$ cat config.mk
export PLATFORM = sky130hd
export DESIGN_NAME = fc_flash_regs
export DESIGN_NICKNAME = d
export VERILOG_FILES = /design/src/rtl/fc_front_pkg.sv /design/src/rtl/fc_cfg_bank.sv /design/src/rtl/fc_cmd_gate.sv /design/src/rtl/fc_irq_status.sv /design/src/rtl/fc_flash_regs.sv
export SDC_FILE = /design/constraint.sdc
export NUM_CORES = 1
export LEC_CHECK = 0
export ABC_CLOCK_PERIOD_IN_PS = 4470
export BUFFER_PORTS_ARGS = -buffer_cell sky130_fd_sc_hd__clkbuf_2
export CORE_AREA = 4 4 131 133
export DETAILED_ROUTE_END_ITERATION = 10
export DIE_AREA = 0 0 135 137
export PLACE_DENSITY = 0.9
export SETUP_SLACK_MARGIN = 0.4
export SLEW_MARGIN = 10
export SYNTH_ARGS = -nofsm -noshare
export SYNTH_HDL_FRONTEND = slang
export SYNTH_SLANG_ARGS = --single-unit
$ cat constraint.sdc
create_clock -name clk -period 4.47 [get_ports clk]
set_input_delay 0.894 -clock clk [delete_from_list [all_inputs] [get_ports clk]]
set_output_delay 0.894 -clock clk [all_outputs]
set_load 0.005 [all_outputs]
$ cat src/rtl/fc_front_pkg.sv
package fc_front_pkg;
  localparam int DW = 16;

  localparam logic [3:0] OFS_BUF  = 4'h8;
  localparam logic [3:0] OFS_CMD  = 4'h9;
  localparam logic [3:0] OFS_CFG1 = 4'hA;
  localparam logic [3:0] OFS_CFG2 = 4'hB;
  localparam logic [3:0] OFS_STAT = 4'hC;
  localparam logic [3:0] OFS_INT  = 4'hD;

  localparam int INT_MASTER = 15;
  localparam int INT_ERASE  = 5;
  localparam int INT_PROG   = 6;
  localparam int INT_LOAD   = 7;

  localparam int ERR_LSB = 10;
  localparam int ERR_W   = 4;

  localparam logic [DW-1:0] CFG1_RST  = 16'h40C0;
  localparam logic [DW-1:0] INT_COLD  = 16'h8080;
  localparam logic [DW-1:0] INT_WARM  = 16'h8010;
  localparam logic [DW-1:0] OP_HOTRST = 16'h00F3;

  typedef enum logic [1:0] {
    DK_ERASE = 2'd0,
    DK_PROG  = 2'd1,
    DK_LOAD  = 2'd2,
    DK_MISC  = 2'd3
  } done_kind_e;

  function automatic logic op_known(input logic [DW-1:0] op);
    case (op)
      16'h0000, 16'h0013, 16'h0080, 16'h001A, 16'h001B, 16'h0023,
      16'h0027, 16'h002A, 16'h002C, 16'h0071, 16'h0095, 16'h0094,
      16'h00B0, 16'h0030, 16'h00F0, 16'h0065, 16'h00F3: return 1'b1;
      default: return 1'b0;
    endcase
  endfunction
endpackage

$ cat src/rtl/fc_cfg_bank.sv
module fc_cfg_bank
  import fc_front_pkg::*;
#(
  parameter int N_SA = 8,
  parameter int AW   = 4
) (
  input  logic                 clk,
  input  logic                 rst_n,
  input  logic                 warm,
  input  logic                 wr,
  input  logic [AW-1:0]        addr,
  input  logic [DW-1:0]        wdata,
  output logic [N_SA-1:0][DW-1:0] sa_q,
  output logic [DW-1:0]        buf_rd,
  output logic [DW-1:0]        cfg1_q,
  output logic [DW-1:0]        cfg2_q,
  output logic                 rdy_q
);
  localparam int BUF_W = 4;
  localparam int CNT_W = 3;

  logic [BUF_W-1:0] bufa_q;
  logic [CNT_W-1:0] cnt_q;
  logic [CNT_W-1:0] cnt_m1;
  logic [CNT_W-1:0] cnt_dec;

  assign cnt_dec = (wdata[1:0] == 2'd0) ? CNT_W'(4) : {1'b0, wdata[1:0]};
  assign cnt_m1  = cnt_q - CNT_W'(1);
  assign buf_rd  = {4'h0, bufa_q, 8'h00} | {14'h0, cnt_m1[1], 1'b0};

  always_ff @(posedge clk or negedge rst_n) begin
    if (!rst_n) begin
      sa_q <= '0;
    end else if (warm) begin
      sa_q <= '0;
    end else begin
      for (int i = 0; i < N_SA; i++) begin
        if (wr && addr == AW'(i)) sa_q[i] <= wdata;
      end
    end
  end

  always_ff @(posedge clk or negedge rst_n) begin
    if (!rst_n) begin
      bufa_q <= '0;
      cnt_q  <= CNT_W'(4);
      cfg1_q <= CFG1_RST;
      cfg2_q <= '0;
      rdy_q  <= 1'b1;
    end else if (warm) begin
      bufa_q <= '0;
      cnt_q  <= CNT_W'(4);
      cfg1_q <= CFG1_RST;
      cfg2_q <= '0;
      rdy_q  <= 1'b1;
    end else if (wr) begin
      if (addr == OFS_BUF) begin
        bufa_q <= wdata[11:8];
        cnt_q  <= cnt_dec;
      end
      if (addr == OFS_CFG1) begin
        cfg1_q <= wdata;
        rdy_q  <= wdata[7];
      end
      if (addr == OFS_CFG2) cfg2_q <= wdata;
    end
  end


  warm_cfg1_chk: assert property (@(posedge clk) disable iff (!rst_n)
    warm |=> (cfg1_q == CFG1_RST && rdy_q));


  rdy_follow_chk: assert property (@(posedge clk) disable iff (!rst_n)
    (wr && addr == OFS_CFG1 && !warm) |=> (rdy_q == $past(wdata[7])));
endmodule

$ cat src/rtl/fc_cmd_gate.sv
module fc_cmd_gate
  import fc_front_pkg::*;
(
  input  logic          clk,
  input  logic          rst_n,
  input  logic          warm_pin,
  input  logic          wr_cmd,
  input  logic [DW-1:0] wdata,
  input  logic          master,
  output logic [DW-1:0] cmd_q,
  output logic          vld_q,
  output logic          bad,
  output logic          hot_rst
);
  logic accept;

  assign accept  = wr_cmd && !master && !warm_pin;
  assign bad     = accept && !op_known(wdata);
  assign hot_rst = accept && (wdata == OP_HOTRST);

  always_ff @(posedge clk or negedge rst_n) begin
    if (!rst_n) begin
      cmd_q <= '0;
      vld_q <= 1'b0;
    end else begin
      vld_q <= accept && op_known(wdata) && (wdata != OP_HOTRST);
      if (accept) cmd_q <= wdata;
    end
  end


  blocked_cmd_chk: assert property (@(posedge clk) disable iff (!rst_n)
    (wr_cmd && master) |=> (!vld_q && $stable(cmd_q)));


  strobe_op_chk: assert property (@(posedge clk) disable iff (!rst_n)
    vld_q |-> ($past(wr_cmd) && cmd_q == $past(wdata)));
endmodule

$ cat src/rtl/fc_irq_status.sv
module fc_irq_status
  import fc_front_pkg::*;
(
  input  logic          clk,
  input  logic          rst_n,
  input  logic          warm,
  input  logic          int_wr,
  input  logic [DW-1:0] wdata,
  input  logic          bad_cmd,
  input  logic          done,
  input  done_kind_e    dkind,
  input  logic          dfail,
  output logic [DW-1:0] int_q,
  output logic [DW-1:0] stat_q,
  output logic          master
);
  localparam int STAT_HI = DW - ERR_LSB - ERR_W;

  logic [ERR_W-1:0] err_q, nxt_err;
  logic [DW-1:0]    nxt_int;

  always_comb begin
    nxt_int = int_q;
    nxt_err = err_q;
    if (int_wr) nxt_int = nxt_int & wdata;
    if (bad_cmd) begin
      nxt_int[INT_MASTER] = 1'b1;
      nxt_err[0]          = 1'b1;
    end
    if (done) begin
      nxt_int[INT_MASTER] = 1'b1;
      if (dfail) nxt_err[0] = 1'b1;
      case (dkind)
        DK_ERASE: begin nxt_int[INT_ERASE] = 1'b1; if (dfail) nxt_err[1] = 1'b1; end
        DK_PROG:  begin nxt_int[INT_PROG]  = 1'b1; if (dfail) nxt_err[2] = 1'b1; end
        DK_LOAD:  begin nxt_int[INT_LOAD]  = 1'b1; if (dfail) nxt_err[3] = 1'b1; end
        default:  ;
      endcase
    end
    if (!nxt_int[INT_MASTER]) nxt_err = '0;
  end

  always_ff @(posedge clk or negedge rst_n) begin
    if (!rst_n) begin
      int_q <= INT_COLD;
      err_q <= '0;
    end else if (warm) begin
      int_q <= INT_WARM;
      err_q <= '0;
    end else begin
      int_q <= nxt_int;
      err_q <= nxt_err;
    end
  end

  assign master = int_q[INT_MASTER];
  assign stat_q = {{STAT_HI{1'b0}}, err_q, {ERR_LSB{1'b0}}};


  done_sets_master_chk: assert property (@(posedge clk) disable iff (!rst_n)
    done |=> int_q[INT_MASTER]);


  err_needs_master_chk: assert property (@(posedge clk) disable iff (!rst_n)
    !int_q[INT_MASTER] |-> (err_q == '0));


  and_mask_chk: assert property (@(posedge clk) disable iff (!rst_n)
    (int_wr && !warm && !done && !bad_cmd) |=> ((int_q & ~$past(wdata)) == '0));
endmodule

$ cat src/rtl/fc_flash_regs.sv
module fc_flash_regs
  import fc_front_pkg::*;
#(
  parameter int AW   = 4,
  parameter int N_SA = 8
) (
  input  logic          clk,
  input  logic          rst_n,
  input  logic          warm_rst_i,
  input  logic          reg_wr_i,
  input  logic [AW-1:0] reg_addr_i,
  input  logic [15:0]   reg_wdata_i,
  output logic [15:0]   reg_rdata_o,
  input  logic          done_i,
  input  logic [1:0]    done_kind_i,
  input  logic          done_fail_i,
  output logic          cmd_vld_o,
  output logic [15:0]   cmd_op_o,
  output logic          intr_o,
  output logic          rdy_o
);
  logic [N_SA-1:0][DW-1:0] sa_q;
  logic [DW-1:0] buf_rd, cfg1_q, cfg2_q, int_q, stat_q, cmd_q;
  logic          rdy_q, master, bad, hot_rst, warm_all, cmd_wr, int_wr;

  assign cmd_wr   = reg_wr_i && (reg_addr_i == AW'(OFS_CMD));
  assign int_wr   = reg_wr_i && (reg_addr_i == AW'(OFS_INT));
  assign warm_all = warm_rst_i || hot_rst;

  fc_cfg_bank #(.N_SA(N_SA), .AW(AW)) u_cfg (
    .clk    (clk),
    .rst_n  (rst_n),
    .warm   (warm_all),
    .wr     (reg_wr_i),
    .addr   (reg_addr_i),
    .wdata  (reg_wdata_i),
    .sa_q   (sa_q),
    .buf_rd (buf_rd),
    .cfg1_q (cfg1_q),
    .cfg2_q (cfg2_q),
    .rdy_q  (rdy_q)
  );

  fc_cmd_gate u_gate (
    .clk      (clk),
    .rst_n    (rst_n),
    .warm_pin (warm_rst_i),
    .wr_cmd   (cmd_wr),
    .wdata    (reg_wdata_i),
    .master   (master),
    .cmd_q    (cmd_q),
    .vld_q    (cmd_vld_o),
    .bad      (bad),
    .hot_rst  (hot_rst)
  );

  fc_irq_status u_irq (
    .clk     (clk),
    .rst_n   (rst_n),
    .warm    (warm_all),
    .int_wr  (int_wr),
    .wdata   (reg_wdata_i),
    .bad_cmd (bad),
    .done    (done_i),
    .dkind   (done_kind_e'(done_kind_i)),
    .dfail   (done_fail_i),
    .int_q   (int_q),
    .stat_q  (stat_q),
    .master  (master)
  );

  assign cmd_op_o = cmd_q;
  assign rdy_o    = rdy_q;
  assign intr_o   = int_q[INT_MASTER] ^ ~cfg1_q[6];

  always_comb begin
    reg_rdata_o = '0;
    for (int i = 0; i < N_SA; i++) begin
      if (reg_addr_i == AW'(i)) reg_rdata_o = sa_q[i];
    end
    case (reg_addr_i)
      AW'(OFS_BUF):  reg_rdata_o = buf_rd;
      AW'(OFS_CMD):  reg_rdata_o = cmd_q;
      AW'(OFS_CFG1): reg_rdata_o = cfg1_q & 16'hFFE0;
      AW'(OFS_CFG2): reg_rdata_o = cfg2_q;
      AW'(OFS_STAT): reg_rdata_o = stat_q;
      AW'(OFS_INT):  reg_rdata_o = int_q;
      default: ;
    endcase
  end
endmodule

==> out/metrics.csv <==
stage,metric,value,unit
critical_path,CP Cell Sequence,clkbuf_2 -> buf_4 -> and4bb_1 -> a22oi_1 -> and3_1 -> o41ai_1 -> clkbuf_2,
synthesis,Synth async-reset ratio,1.00,
global_route,GR Util All Layers,0.333,
critical_path,cell family with most CP delay,simple AND/OR/NAND/NOR gates,
drt,post-route ant nets,0,
synthesis,Mapped Cells,1056,
layout,fin nets,1094,
power,clock share of power,0.415,
critical_path,r2r endpoint,u_cfg.bufa_q[3],
cts,"Clk pin slew, worst setup/hold paths",0.08,ns
synthesis,Synth Area in Simple Gates,0.178,
sta,headroom to the max-slew limit,0.376,
critical_path,CP max stage delay,0.70,ns
synthesis,"area leader, netlist",dfrtp_1,
floorplanning,Die X,135,um
global_route,first-pass GRT wire length,47.7,mm
synthesis,main area contributors after synthesis,"dfrtp_1 (47%), a21oi_2 (11%), nand2_1 (10%), mux4_2 (3.5%), mux2i_1 (2.7%)",
drt,final WL,29.5,mm
synthesis,register bit total from synthesis,198,
synthesis,Avg Inst Size Synth,9.75,um2
power,P_leak,4.63,nW
sta,slew at the pin closest to its max-slew limit,0.936,ns
power,NetSw,1.05,mW
place,HPWL Detailed,18.7,mm
sta,Final Hold Fails,0,
critical_path,"Req. time, crit path",3.58,ns
global_route,initial antenna violation count,0,
cts,CTS resizes,0,
cts,htree depth,4,
floorplanning,Starting Density,0.650,
min_path,hold path cells,2,
layout,ant diodes,0,
sta,TNS Setup,0,ns
cts,Sink Count,198,
synthesis,post-synthesis cell area,0.0103,mm2
sta,fmax,261,MHz
power,Power Density,333,mW/mm2
cts,Post-CTS Repair Setup Buffers,0,
drt,Remaining DRCs,0,
synthesis,Post-Synthesis Net Count,1084,
critical_path,worst r2r src,u_irq.int_q[15],
layout,layout cell share with drive strength beyond 1,0.268,
critical_path,most common cell type on the critical path,clkbuf_2,
synthesis,"EDFF count, synth",0,
floorplanning,Die Y-Extent,137,um
critical_path,number of cells on the worst reg-to-reg path,5,
synthesis,share of the synthesized area in the top cell type,0.469,
cts,clock buffer depth,2,
floorplanning,# rows,46,
global_route,met1 global-route usage,0.439,
global_route,vias in the first global route,8902,
layout,Finished Core Util,0.704,
synthesis,largest family of logic cells by synthesized area,compound AO/OA/AOI/OAI gates,
critical_path,Crit Path Max Fanout,16,
cts,root buf cell,clkbuf_16,
power,VDD IR-drop max,0.000316,V
drt,wire per inst,22.8,um
global_route,largest net degree at the start of global routing,119,
place,IO Port Bufs,62,
power,switching share of power,0.284,
power,Reg power frac,0.493,
sta,Setup WS post-layout,0.643,ns
sta,Final period util,0.856,
critical_path,Crit. End Element,primary output,
global_route,global routing usage on met3,0.0893,
min_path,startpoint of the worst hold path,u_irq.int_q[7],
cts,Post-CTS Hold Fix Bufs,0,
drt,Pre-antenna DRT Iters,8,
synthesis,Post-Synth Adder-Cell Area,0,
cts,TritonCTS clock tree,yes,
floorplanning,die area,0.0185,mm2
critical_path,worst path bufs/invs,3,
global_route,met2 Use GR,0.516,
synthesis,top-count cell post-synth,nand2_1,
place,Setup Slack @ Placement,0.751,ns
drt,routed vias,8726,
drt,DR vias/cell,6.74,
sta,Final Max Slew Viols,0,
floorplanning,IO Count,63,
layout,final cell count without fillers,1295,
critical_path,data arrival time of the critical path,2.93,ns
flow_run,Max-cap violations,0,
sta,WHS,0.514,ns
power,Combinational Power Share,0.092,
sta,setup-violating endpoint count in the final report,0,
synthesis,Synth top cells by count,"nand2_1 (287), dfrtp_1 (193), a21oi_2 (130)",
synthesis,register area share after synthesis,0.482,
synthesis,Post-synth top flop,dfrtp_1,
place,gp weighted congestion,0.929,
layout,area grow syn2layout,8.30,%
cts,"Clk Latency, worst-skew pair",0.45,ns
synthesis,xor-xnor portion of the synthesized cell area,0.00425,
sta,unrepaired setup endpoints after global routing,false,
global_route,GRT overflow,0,
place,Cells after DPL,1263,
min_path,worst hold path type,register to register,
synthesis,Synth Area in Compound Gates,0.190,
min_path,Hold Path Sink,u_irq.int_q[7],
synthesis,mux contribution to synthesized area,0.0918,
sta,clk_skew,0.0109,ns
power,P_int,2.66,mW
critical_path,CP max stage cell,and4bb_1,
global_route,Top Usage Layer GRT,met2,
synthesis,Synth cell types,62,
cts,CTS buffer count,17,
synthesis,synth warn,0,
drt,initial DRC count,1431,
floorplanning,Core Box Area,0.0158,mm2
sta,Final Critical Period,3.83,ns
run_status,outcome,completed,
critical_path,type of origin of the critical path,input port,
critical_path,Setup CP Type,input port to primary output,
critical_path,Reg2Reg Setup Slack,2.47,ns
## layer usage
layer	vias up	share of wire
li1	3656	-
met5	-	0
met3	155	0.12
met4	0	0.044
met1	4235	0.37
met2	680	0.47
## how the worst max path moves through the flow
stage	cells past startpoint	end	startpoint
after global routing	7	reg_rdata_o[13]	reg_addr_i[0]
after detailed placement	7	reg_rdata_o[13]	reg_addr_i[0]
final	7	reg_rdata_o[13]	reg_addr_i[3]
after floorplan	7	reg_rdata_o[10]	reg_addr_i[0]
after CTS	7	reg_rdata_o[13]	reg_addr_i[0]
after global placement	7	reg_rdata_o[13]	reg_addr_i[0]
## power by group through the flow
stage                     Sequential [mW]  Clock, mW  Combinational, mW
final                                1.83       1.54              0.340
after detailed placement             1.86          0              0.329
after global placement               1.86          0              0.321
after floorplan                      1.86          0              0.211
after CTS                            1.83       1.53              0.332
after global routing                 1.83       1.62              0.363
## per-stage QoR
step           cell area [um2]  power [mW]
2_1_floorplan            10300        2.07
4_1_cts                  11100        3.69
5_1_grt                  11100        3.81
3_5_place_dp             10600        2.19
3_3_place_gp             10600        2.18
6_report                 11100        3.71
## kinds of logic after synthesis
family	count (synthesis)
compound gates	253
flops	198
buf+inv	97
simple gates	432
xor+xnor	5
mux	71
## cell usage in the layout (no fill, tap or decap), types with 3 or more instances in the layout
cell / n
a21oi_1: 28
a21oi_2: 130
a222oi_1: 7
a22oi_1: 13
a31oi_1: 3
and2_1: 4
and3_1: 7
buf_12: 4
buf_4: 18
clkbuf_16: 17
clkbuf_2: 61
clkinvlp_4: 3
dfrtp_1: 193
dfstp_2: 5
inv_1: 4
inv_6: 5
inv_8: 5
mux2_1: 12
mux2_2: 15
mux2i_1: 28
mux4_2: 16
nand2_1: 287
nand2b_1: 4
nand3_1: 30
nand3b_1: 4
nor2_1: 70
nor2b_1: 4
nor3b_1: 3
o21ai_0: 24
o21ai_1: 6
o221ai_1: 4
o22ai_1: 11
o311ai_1: 5
o41ai_1: 4
or4_1: 3
xor2_1: 3
## worst register-to-register path, stage by stage, from the launching register on
cell and delay [ns]:
dfstp_2 0.40, nor2_1 0.18, and3_4 0.26, a31o_4 0.53, buf_4 0.41, nor2_1 0.11
## cell type report
type	count	area, um2
Tap cell	216	270
Multi-Input combinational cell	761	4790
Timing Repair Buffer	84	534
Clock buffer	17	425
Fill cell	1068	4680
Clock inverter	15	155
Inverter	4	15.0
Sequential cell	198	4960
## sequential cells by signal, summed over array words and instances (netlist names)
signal        count
u_cfg.sa_q      128
u_cfg.cfg2_q     16
u_gate.cmd_q     16
u_irq.int_q      16
u_cfg.cfg1_q     11
u_cfg.bufa_q      4
u_irq.err_q       4
u_cfg.cnt_q       2
u_gate.vld_q      1
Power figures use the tool's default switching activity.
